**config.mk**
```make
export PLATFORM = sky130hd
export DESIGN_NAME = pfd_edge_detector
export DESIGN_NICKNAME = d
export VERILOG_FILES = /design/src/rtl/pfd_pkg.sv /design/src/rtl/pfd_sync_edge.sv /design/src/rtl/pfd_flag_core.sv /design/src/rtl/pfd_lock_mon.sv /design/src/rtl/pfd_edge_detector.sv
export SDC_FILE = /design/constraint.sdc
export NUM_CORES = 1
export LEC_CHECK = 0
export CAP_MARGIN = 20
export CORE_AREA = 2 2 39 41
export CTS_CLUSTER_SIZE = 30
export DETAILED_ROUTE_END_ITERATION = 7
export DIE_AREA = 0 0 41 43
export GPL_TIMING_DRIVEN = 1
export PLACE_DENSITY = 0.7
export SKIP_CTS_REPAIR_TIMING = 1
export SLEW_MARGIN = 20
export SYNTH_ARGS = -nofsm -noshare
export SYNTH_HDL_FRONTEND = slang
export SYNTH_SLANG_ARGS = --single-unit
```
**constraint.sdc**
```tcl
create_clock -name clk -period 3 [get_ports clk]
set_clock_uncertainty 0.1 [all_clocks]
set_input_delay 0.3 -clock clk [delete_from_list [all_inputs] [get_ports clk]]
set_output_delay 0.3 -clock clk [all_outputs]
set_load 0.01 [all_outputs]
```
**src/rtl/pfd_pkg.sv**
```systemverilog
package pfd_pkg;

  typedef struct packed {
    logic up;
    logic dn;
  } drv_flags_t;

  function automatic drv_flags_t pfd_next(drv_flags_t cur, logic r_rise, logic f_rise);
    drv_flags_t nxt;
    nxt = cur;
    if (cur.up && cur.dn) begin
      nxt = '0;
    end else if (!(r_rise && f_rise)) begin
      nxt.up = cur.up | r_rise;
      nxt.dn = cur.dn | f_rise;
    end
    return nxt;
  endfunction

endpackage

```
**src/rtl/pfd_sync_edge.sv**
```systemverilog
module pfd_sync_edge #(
  parameter int CHANNELS    = 2,
  parameter int SYNC_STAGES = 2
) (
  input  logic                clk,
  input  logic                rst_n,
  input  logic [CHANNELS-1:0] async_i,
  output logic [CHANNELS-1:0] rise_o
);

  localparam int SH_W = SYNC_STAGES + 1;

  for (genvar g = 0; g < CHANNELS; g++) begin : g_chan
    logic [SH_W-1:0] sh_q;

    always_ff @(posedge clk) begin
      if (!rst_n) begin
        sh_q <= '0;
      end else begin
        sh_q <= {sh_q[SH_W-2:0], async_i[g]};
      end
    end

    assign rise_o[g] = sh_q[SYNC_STAGES-1] & ~sh_q[SYNC_STAGES];
  end

endmodule

```
**src/rtl/pfd_flag_core.sv**
```systemverilog
module pfd_flag_core
  import pfd_pkg::*;
(
  input  logic clk,
  input  logic rst_n,
  input  logic ref_rise,
  input  logic fb_rise,
  output logic up_q,
  output logic dn_q
);

  drv_flags_t flags_q;

  always_ff @(posedge clk) begin
    if (!rst_n) begin
      flags_q <= '0;
    end else begin
      flags_q <= pfd_next(flags_q, ref_rise, fb_rise);
    end
  end

  assign up_q = flags_q.up;
  assign dn_q = flags_q.dn;

endmodule

```
**src/rtl/pfd_lock_mon.sv**
```systemverilog
module pfd_lock_mon #(
  parameter int LOCK_EDGES = 8
) (
  input  logic clk,
  input  logic rst_n,
  input  logic drive_en,
  input  logic ref_rise,
  output logic lock_o
);

  localparam int CW = $clog2(LOCK_EDGES + 1);
  localparam logic [CW-1:0] TARGET = CW'(LOCK_EDGES);

  logic [CW-1:0] cnt_q;
  logic          drv_d_q;
  logic          long_pulse;

  assign long_pulse = drive_en & drv_d_q;

  always_ff @(posedge clk) begin
    if (!rst_n) begin
      cnt_q   <= '0;
      drv_d_q <= 1'b0;
    end else begin
      drv_d_q <= drive_en;
      if (long_pulse) begin
        cnt_q <= '0;
      end else if (ref_rise && (cnt_q != TARGET)) begin
        cnt_q <= cnt_q + 1'b1;
      end
    end
  end

  assign lock_o = (cnt_q == TARGET);

endmodule

```
**src/rtl/pfd_edge_detector.sv**
```systemverilog
module pfd_edge_detector #(
  parameter int SYNC_STAGES = 2,
  parameter int LOCK_EDGES  = 8
) (
  input  logic clk,
  input  logic rst_n,
  input  logic ref_in,
  input  logic fb_in,
  output logic up_o,
  output logic dn_o,
  output logic drive_en_o,
  output logic drive_val_o,
  output logic phase_pulse_o,
  output logic lock_o
);

  logic [1:0] rise;
  logic       ref_rise;
  logic       fb_rise;
  logic       up_q;
  logic       dn_q;
  logic       drive_en;

  pfd_sync_edge #(
    .CHANNELS    (2),
    .SYNC_STAGES (SYNC_STAGES)
  ) sync_i (
    .clk     (clk),
    .rst_n   (rst_n),
    .async_i ({fb_in, ref_in}),
    .rise_o  (rise)
  );

  assign ref_rise = rise[0];
  assign fb_rise  = rise[1];

  pfd_flag_core core_i (
    .clk      (clk),
    .rst_n    (rst_n),
    .ref_rise (ref_rise),
    .fb_rise  (fb_rise),
    .up_q     (up_q),
    .dn_q     (dn_q)
  );

  assign drive_en      = up_q ^ dn_q;
  assign up_o          = up_q & ~dn_q;
  assign dn_o          = dn_q & ~up_q;
  assign drive_en_o    = drive_en;
  assign drive_val_o   = up_q;
  assign phase_pulse_o = ~drive_en;

  pfd_lock_mon #(
    .LOCK_EDGES (LOCK_EDGES)
  ) lock_i (
    .clk      (clk),
    .rst_n    (rst_n),
    .drive_en (drive_en),
    .ref_rise (ref_rise),
    .lock_o   (lock_o)
  );

endmodule

```
==> flow_results.org, run 1 <==
** Logic synthesis
- Flip-flop and latch count after synthesis :: 13
- Synthesized area per cell :: 9.68 um^2
- Instance count of the mapped netlist :: between 50 and 60
- Synthesis instantiated 22 different standard cells from the library.
- Synthesized area :: 552 um^2
- During synthesis, Yosys emitted a total of 0 warnings.
- Counting flops with a built-in enable in the synthesized netlist gives 0.
- Part of the Yosys area used for sequential elements :: 0.472
- Library cell occupying the most area in the post-synthesis netlist :: sky130_fd_sc_hd__dfxtp_1
- Most used flip-flop cell after synthesis :: sky130_fd_sc_hd__dfxtp_1
- Share of the synthesized area in the top cell type :: 0.472
- Share of flip-flops with an asynchronous set or reset after synthesis :: 0
- Yosys attributes the largest share of cell area to sky130_fd_sc_hd__dfxtp_1 (47%), sky130_fd_sc_hd__ha_1 (11%), sky130_fd_sc_hd__and2_1 (6.8%), sky130_fd_sc_hd__inv_1 (4.8%), sky130_fd_sc_hd__nand2b_1 (3.4%).
- The number of nets in the synthesized netlist is 66.

** STA
- Count of final max-slew check failures :: 0
- Final worst hold slack :: 0.339 ns
- Setup violations remaining at the end of the flow were counted as 0.
- The worst pin sits at a relative slew slack of 0.767.
- Achievable Freq :: 486 MHz
- Adding up every negative setup slack in the final design gives 0 ns.
- Of the available clock period, the critical path in the final layout requires 0.686.
- The final hold violation count was 0.
- Transition time at the pin with the least slew margin :: 0.348 ns
- Unrepaired setup endpoints after global routing :: false
- Min Tclk post-route :: 2.06 ns

** Pwr
- Switch Pwr :: roughly 71 uW
- Comb pwr share :: 0.103
- Of the total power, the share spent switching nets is 0.222.
- Leakage Power :: 0.269 nW
- The share of total power dissipated in the clock network is 0.325.
- Total power divided by cell area :: ~480 nW/um^2
- Cell internal power was estimated by the tool at 249 uW.
- Max IR drop VDD :: 0.229 mV
- Part of the total power dissipated in sequential elements :: 0.572

** Critical path
- Walking the worst path, the cells encountered are inv_1 > ha_1 > inv_1 > clkdlybuf4s50_1.
- The worst setup path is captured at a primary output.
- In this run the worst path has a maximum fanout of 4.
- At the worst endpoint, the required time is 2.60 ns.
- The worst register-to-register path ends at lock_i.cnt_q[1]$_SDFFE_PP0P_.
- For the worst flop-to-flop path, the logic depth is 5.
- Flop2flop setup slack :: around 1.4 ns
- The worst setup path is launched from a flip-flop.
- Cell with the biggest individual delay on the critical path :: sky130_fd_sc_hd__clkdlybuf4s50_1
- CP peak stage delay :: 0.53 ns
- The worst setup path is of the flip-flop to primary output kind.
- Worst path most repeated cell :: sky130_fd_sc_hd__inv_1
- Data arrives at the worst endpoint at 1.66 ns.
- R2r startpoint :: core_i.up_q$_SDFFE_PP0N_

** Clocking
- Cell at the root of the clock tree :: sky130_fd_sc_hd__clkbuf_4
- In this run, CTS created clock tree buffers numbering 3.
- The clock net in this run drives a total of 13 sinks.
- TritonCTS built the clock tree.
- H-tree depth :: 1
- Skew-Pair Late Insertion Delay :: 0.27 ns
- After clock tree synthesis, the clock-pin slew on the worst setup and hold paths is 0.07 ns.
- The clock passes through at most 2 buffers.

** Cells and area
- Relative to the synthesized area, the layout overhead comes to 21.3%.
- In the final layout, the multi-input gates occupy between 200 and 250 um^2.
- ANT cells :: 0
- Fraction of final layout cells sized beyond drive strength 1 :: 0.0597
- Fill cells in the final layout number roughly 140.
- Area taken by flip-flops and latches :: 260 um^2
- The net count of the finished layout is 77.

** Min path
- Hold depth :: 1
- Destination of the worst hold path :: sync_i.g_chan[1].sh_q[1]$_SDFF_PN0_
- The worst hold path belongs to the class flip-flop to flip-flop.
- In this run the most critical hold path is launched from sync_i.g_chan[1].sh_q[0]$_SDFF_PN0_.

** Global routing
- First-pass GRT wire length :: 1.52 mm
- GRT Util Overall :: 0.133
- The via count of the first global-routing pass came to 389.
- Pin count of the biggest net entering global routing :: 13
- GRT Residual Overflow :: 0
- Antenna violations before repair :: 0

** Die
- For this design the top-level I/O count stands at 10.
- Std-Cell Core Area :: 1380 um^2
- The initialized floorplan defines 14 standard-cell rows.
- From bottom edge to top edge, the die measures between 40 and 50 um.
- The die covers 1760 um^2.
- Initial Util :: 0.399
- The die is a little over 40 um wide.

** Placement
- Summed over all nets, the half-perimeter wirelength after detailed placement is 632 um.
- The congestion estimate from routability-driven global placement came to about 0.7.
- In this run the tool buffered the top-level ports with 9 buffer cells.

** Job
- Max Cap Violations :: 0

** Detailed routing
- DRT antenna net count :: 0
- In the routed layout, each cell is associated on average with a via count of between 4 and 5.
- Number of optimization iterations in the first detailed-route pass :: 3
- Dividing the detail-routed wire length by the instance count gives 10.3 um.
- The first routing iteration left 4 violations.
- After detailed routing, the number of remaining DRC violations is 0.
- Total via count in the routed design :: 402
- After detailed routing, the total wire length is 857 um.

** Status
- The flow ran to the end, and the final reports show no timing, DRC or antenna violations.
[per-stage QoR]
step	instance area (um^2)	setup WS [ns]	instances	utilization	total power, mW
floorplan	552	1.44	57	-	0.204
global placement	643	1.25	79	0.465	0.219
detailed placement	643	1.23	79	0.465	0.220
CTS	669	0.914	83	0.484	0.328
global route	669	0.837	83	0.484	0.338
finish	669	0.942	83	0.484	0.320
[cell type report]
type | count | area share
Clock buffer | 4 | 0.0393
Inverter | 7 | 0.0393
Multi-Input combinational cell | 34 | 0.368
Sequential cell | 13 | 0.389
Tap cell | 16 | 0.0299
Timing Repair Buffer | 9 | 0.135
[layer usage]
| layer | wire [um] | vias to the layer above | track usage | part of all wire |
|---|---|---|---|---|
| met5 | 0 | - | 0 | 0 |
| met4 | 10 | 0 | 0.100 | 0.012 |
| met3 | 45 | 2 | 0.0471 | 0.053 |
| met2 | 386 | 8 | 0.197 | 0.45 |
| met1 | 414 | 179 | 0.147 | 0.48 |
| li1 | - | 213 | - | - |
[cell families after synthesis]
| family | Yosys count | synth area share |
|---|---|---|
| AO/OA/AOI/OAI | 10 | 0.129 |
| flip-flops | 13 | 0.472 |
| adder cells (fa/ha/maj) | 5 | 0.113 |
| AND/OR/NAND/NOR | 19 | 0.204 |
| buffers and inverters | 10 | 0.0816 |
[critical path, delay by kind of cell (launching register included)]
kind	cells	cell delay [ns]
fa+ha+maj	1	0.33
flops	1	0.38
buf+inv	3	0.67
[worst max path at each step]
stage / startpoint / end / slack (ns) / cells after the start
after floorplan: core_i.up_q$_SDFFE_PP0N_ / lock_i.cnt_q[1]$_SDFFE_PP0P_ / 1.44 / 5
after global placement: core_i.up_q$_SDFFE_PP0N_ / drive_en_o / 1.25 / 4
after detailed placement: core_i.up_q$_SDFFE_PP0N_ / drive_en_o / 1.23 / 4
after CTS: core_i.up_q$_SDFFE_PP0N_ / drive_en_o / 0.91 / 4
after global routing: lock_i.cnt_q[0]$_SDFFE_PP0P_ / lock_o / 0.84 / 4
final: core_i.up_q$_SDFFE_PP0N_ / drive_en_o / 0.94 / 4
[power groups by stage]
stage	Sequential, mW	Clock [mW]	Combinational [mW]
2_1_floorplan	0.186	0	0.0177
3_3_place_gp	0.186	0	0.0328
3_5_place_dp	0.187	0	0.0335
4_1_cts	0.183	0.112	0.0338
5_1_grt	0.183	0.118	0.0370
6_report	0.183	0.104	0.0330
[state kept, by name, summed over array words and instances, names as in the netlist]
signal,count
core_i.up_q,1
lock_i.drv_d_q,1
core_i.dn_q,1
sync_i.g_chan.sh_q,6
lock_i.cnt_q,4
[synthesized netlist by cell type, drive strengths merged, types with 2 or more instances]
library cell	number
or3	2
and2	6
dfxtp	13
clkbuf	2
nand2	2
o2111ai	2
nand3	2
nand2b	3
a21oi	3
ha	5
inv	7
[cells in the final DEF (no fill, tap or decap)]
cell and count:
sky130_fd_sc_hd__nor2b_1 1, sky130_fd_sc_hd__and3b_1 1, sky130_fd_sc_hd__a21oi_1 2, sky130_fd_sc_hd__nand2_1 2, sky130_fd_sc_hd__clkbuf_4 3, sky130_fd_sc_hd__o41ai_1 1
sky130_fd_sc_hd__nand2b_1 3, sky130_fd_sc_hd__dfxtp_1 13, sky130_fd_sc_hd__o31ai_1 1, sky130_fd_sc_hd__and2_1 6, sky130_fd_sc_hd__nor2_1 1, sky130_fd_sc_hd__nand3b_1 1
sky130_fd_sc_hd__a31oi_1 1, sky130_fd_sc_hd__clkdlybuf4s50_1 9, sky130_fd_sc_hd__inv_1 7, sky130_fd_sc_hd__ha_1 5, sky130_fd_sc_hd__nand3_1 2, sky130_fd_sc_hd__o2111ai_1 2
sky130_fd_sc_hd__o21ai_0 1, sky130_fd_sc_hd__clkbuf_1 1, sky130_fd_sc_hd__a21oi_2 1, sky130_fd_sc_hd__a21o_1 1, sky130_fd_sc_hd__or3_1 2
Power figures use the tool's default switching activity.
==> inputs of run 2 (changes only) <==
- PLACE_DENSITY: 0.7 -> 0.73
- clock period: 3 -> 1.8 ns (I/O delays scaled with it)
==> run 2 against run 1 <==
  * Worst hold slack about the same
  * Global-route usage is 0.72 points higher
  * First-iteration DRC count up 130%
  * Clock power is 71% higher
==> flow_results.org, run 2 (synthesized netlist as in run 1, its figures left out) <==
** Critical path
- Category of the worst setup path launch point :: flip-flop
- For this run, the slowest stage of the critical path takes between 0.4 and 0.5 ns.
- The worst register-to-register path begins at core_i.up_q$_SDFFE_PP0N_.
- Worst Setup SP :: core_i.dn_q$_SDFFE_PP0N_
- Flop2flop setup slack :: 0.24 ns
- Data on the critical path arrives at its endpoint at 1.36 ns.
- Worst Setup Path Type :: flip-flop to primary output
- Ordered list of cells on the worst path :: inv_1 > ha_1 > clkdlybuf4s50_1
- At the worst endpoint, the required time is 1.52 ns.
- For this design, the slowest cell found on the critical path is sky130_fd_sc_hd__clkdlybuf4s50_1.
- Endpoint class of the critical path :: primary output
- Of all nets on the critical path, the largest fanout is 4.

** STA
- Unrepaired setup endpoints after global routing :: false
- The final hold violation count was 0.
- Share of the clock period used by the worst path :: 0.911
- The smallest clock period supported by the final layout is computed as about 1.6 ns.
- Slew headroom :: 0.808
- On the final layout, the worst hold slack is 0.340 ns.
- Setup violations remaining at the end of the flow were counted as 0.
- For the pin with the worst max-slew slack, the measured transition is 0.289 ns.
- For the final routed database, the setup TNS stands at 0 ns.
- Based on the critical path, the design can be clocked at up to 610 MHz.
- The number of max-slew violations in the final report was 0.

** Placement
- Detailed placement finished with a half-perimeter wire length of around 690 um.
- The congestion estimate from routability-driven global placement came to 0.678.
- I/O Buffers :: 9
- After detailed placement, the total cell area comes to 651 um^2.

** Pwr
- Of the total power, the clock network draws 0.331.
- For this design the total switching power over the nets is 123 uW.
- Net Sw Frac :: 0.228
- Comb pwr share :: 0.103
- Cell internal power was estimated by the tool at ~420 uW.
- For this design the ratio of total power to cell area is just under 800 nW/um^2.
- Of the total power, registers draw 0.567.
- Leakage Power :: 0.312 nW
- Across the VDD grid, the largest voltage drop is 0.427 mV.

** Detailed routing
- Total via count in the routed design :: 406
- Average wire length per cell after detail routing :: approximately 11 um
- Post-DR vias/cell :: 4.83
- Detailed Route Iter0 Violations :: 9
- DRT Wirelength :: 900 um
- In this run the remaining antenna-violating nets after routing total 0.
- For this run, the detailed router's first-pass iteration total came to 3.
- After detailed routing, the number of remaining DRC violations is 0.

** Clocking
- Skew-Pair Late Insertion Delay :: roughly 0.28 ns
- Number of buffers created by CTS :: 3
- In this run the number of H-tree levels came out at 1.
- After clock tree synthesis, the clock-pin slew on the worst setup and hold paths is 0.08 ns.
- TritonCTS clock tree :: yes
- In this run the deepest clock path goes through 2 buffers.
- Number of clock sinks :: 13
- Cell at the root of the clock tree :: sky130_fd_sc_hd__clkbuf_4

** Cells and area
- In the final design database the tool counted 78 nets.
- The repair_antennas step left the layout with diodes totalling 0.
- The finished cells cover around 700 um^2.
- Fraction of final layout cells sized beyond drive strength 1 :: 0.132
- Max FFs per register :: 6
- In the layout the commonest cells are sky130_fd_sc_hd__dfxtp_1 (10), sky130_fd_sc_hd__inv_1 (7), sky130_fd_sc_hd__and2_1 (6), sky130_fd_sc_hd__clkdlybuf4s50_1 (6), sky130_fd_sc_hd__ha_1 (5).
- Most common cell after layout, fill and taps aside :: sky130_fd_sc_hd__dfxtp_1
- Top register by number of flip-flops :: sync_i.g_chan.sh_q
- Syn-to-layout area delta :: 24.9%
- The largest registers in the layout are sync_i.g_chan.sh_q (6), lock_i.cnt_q (4).
- Measured on the finished design, the core utilization comes to 0.498.

** Global routing
- Pin count of the biggest net entering global routing :: 12
- GRT Util Overall :: 0.140
- The number of antenna violations at the first check in global routing is 0.
- Global routing finished with a remaining overflow of 0.
- The first global-routing pass estimated 1.52 mm of wire.
- Number of global-route vias before repair :: 388

** Die
- In this run the standard cell core region covers 1380 um^2.
- Die span in y :: 43 um
- During I/O placement, the number of pins put on the boundary was 10.
- Die width :: between 40 and 50 um
- For this configuration, the core starts out at a cell density of 0.399.
- The initialized floorplan defines 14 standard-cell rows.
- The floorplan step defined a die boundary enclosing around 1800 um^2.

** Status
- The run finished with clean final reports.

** Min path
- Hold Crit Class :: flip-flop to flip-flop
- The worst hold path begins at sync_i.g_chan[0].sh_q[0]$_SDFF_PN0_.

** Job
- Max Cap Violations :: 0
-- run 2: cell count changes in the layout (fill, tap and decap cells not counted), sizes merged --
| cell | change |
|---|---|
| dlymetal6s2s | +3 |
| buf | +1 |
| clkdlybuf4s50 | -3 |
-- run 2: power by group through the flow --
| stage | clock network, mW | registers (mW) | logic, mW |
|---|---|---|---|
| after CTS | 0.189 | 0.305 | 0.0577 |
| after floorplan | 0 | 0.310 | 0.0295 |
| after detailed placement | 0 | 0.312 | 0.0574 |
| final | 0.178 | 0.305 | 0.0552 |
| after global placement | 0 | 0.311 | 0.0563 |
| after global routing | 0.200 | 0.307 | 0.0616 |
-- run 2: metrics by stage --
step	cells	setup WS, ns	total power [mW]
finish	84	0.161	0.538
floorplan	57	0.237	0.340
global placement	80	0.173	0.367
detailed placement	80	0.151	0.369
CTS	84	-0.163	0.551
global route	84	0.0256	0.569
-- run 2: final timing paths --
kind / to / cells after the start
setup / recovery: up_o / 3
hold / removal: sync_i.g_chan[0].sh_q[1]$_SDFF_PN0_ / 1
setup reg to reg: lock_i.cnt_q[1]$_SDFFE_PP0P_ / 5
hold reg to reg: sync_i.g_chan[0].sh_q[1]$_SDFF_PN0_ / 1
-- run 2: final cells by class --
| cell class | instances | area [um^2] |
|---|---|---|
| Fill cell | 144 | 694 |
| Sequential cell | 13 | 264 |
| Multi-Input combinational cell | 34 | 248 |
| Timing Repair Buffer | 10 | 105 |
| Clock buffer | 4 | 26.3 |
| Inverter | 7 | 26.3 |
| Tap cell | 16 | 20.0 |
-- run 2: layer usage --
layer | vias to the layer above | routed length, um | share of wire | global-route usage
met1 | 185 | 409 | 0.45 | 0.141
met5 | - | 0 | 0 | 0
met4 | 0 | 33 | 0.037 | 0.140
li1 | 210 | - | - | -
met3 | 4 | 38 | 0.042 | 0.0681
met2 | 7 | 419 | 0.47 | 0.194
-- run 2: worst max-delay path: cells and delay by family (launching register included) --
family	cells	cell delay, ns
buffers and inverters	2	0.53
flip-flops	1	0.39
adder cells (fa/ha/maj)	1	0.17
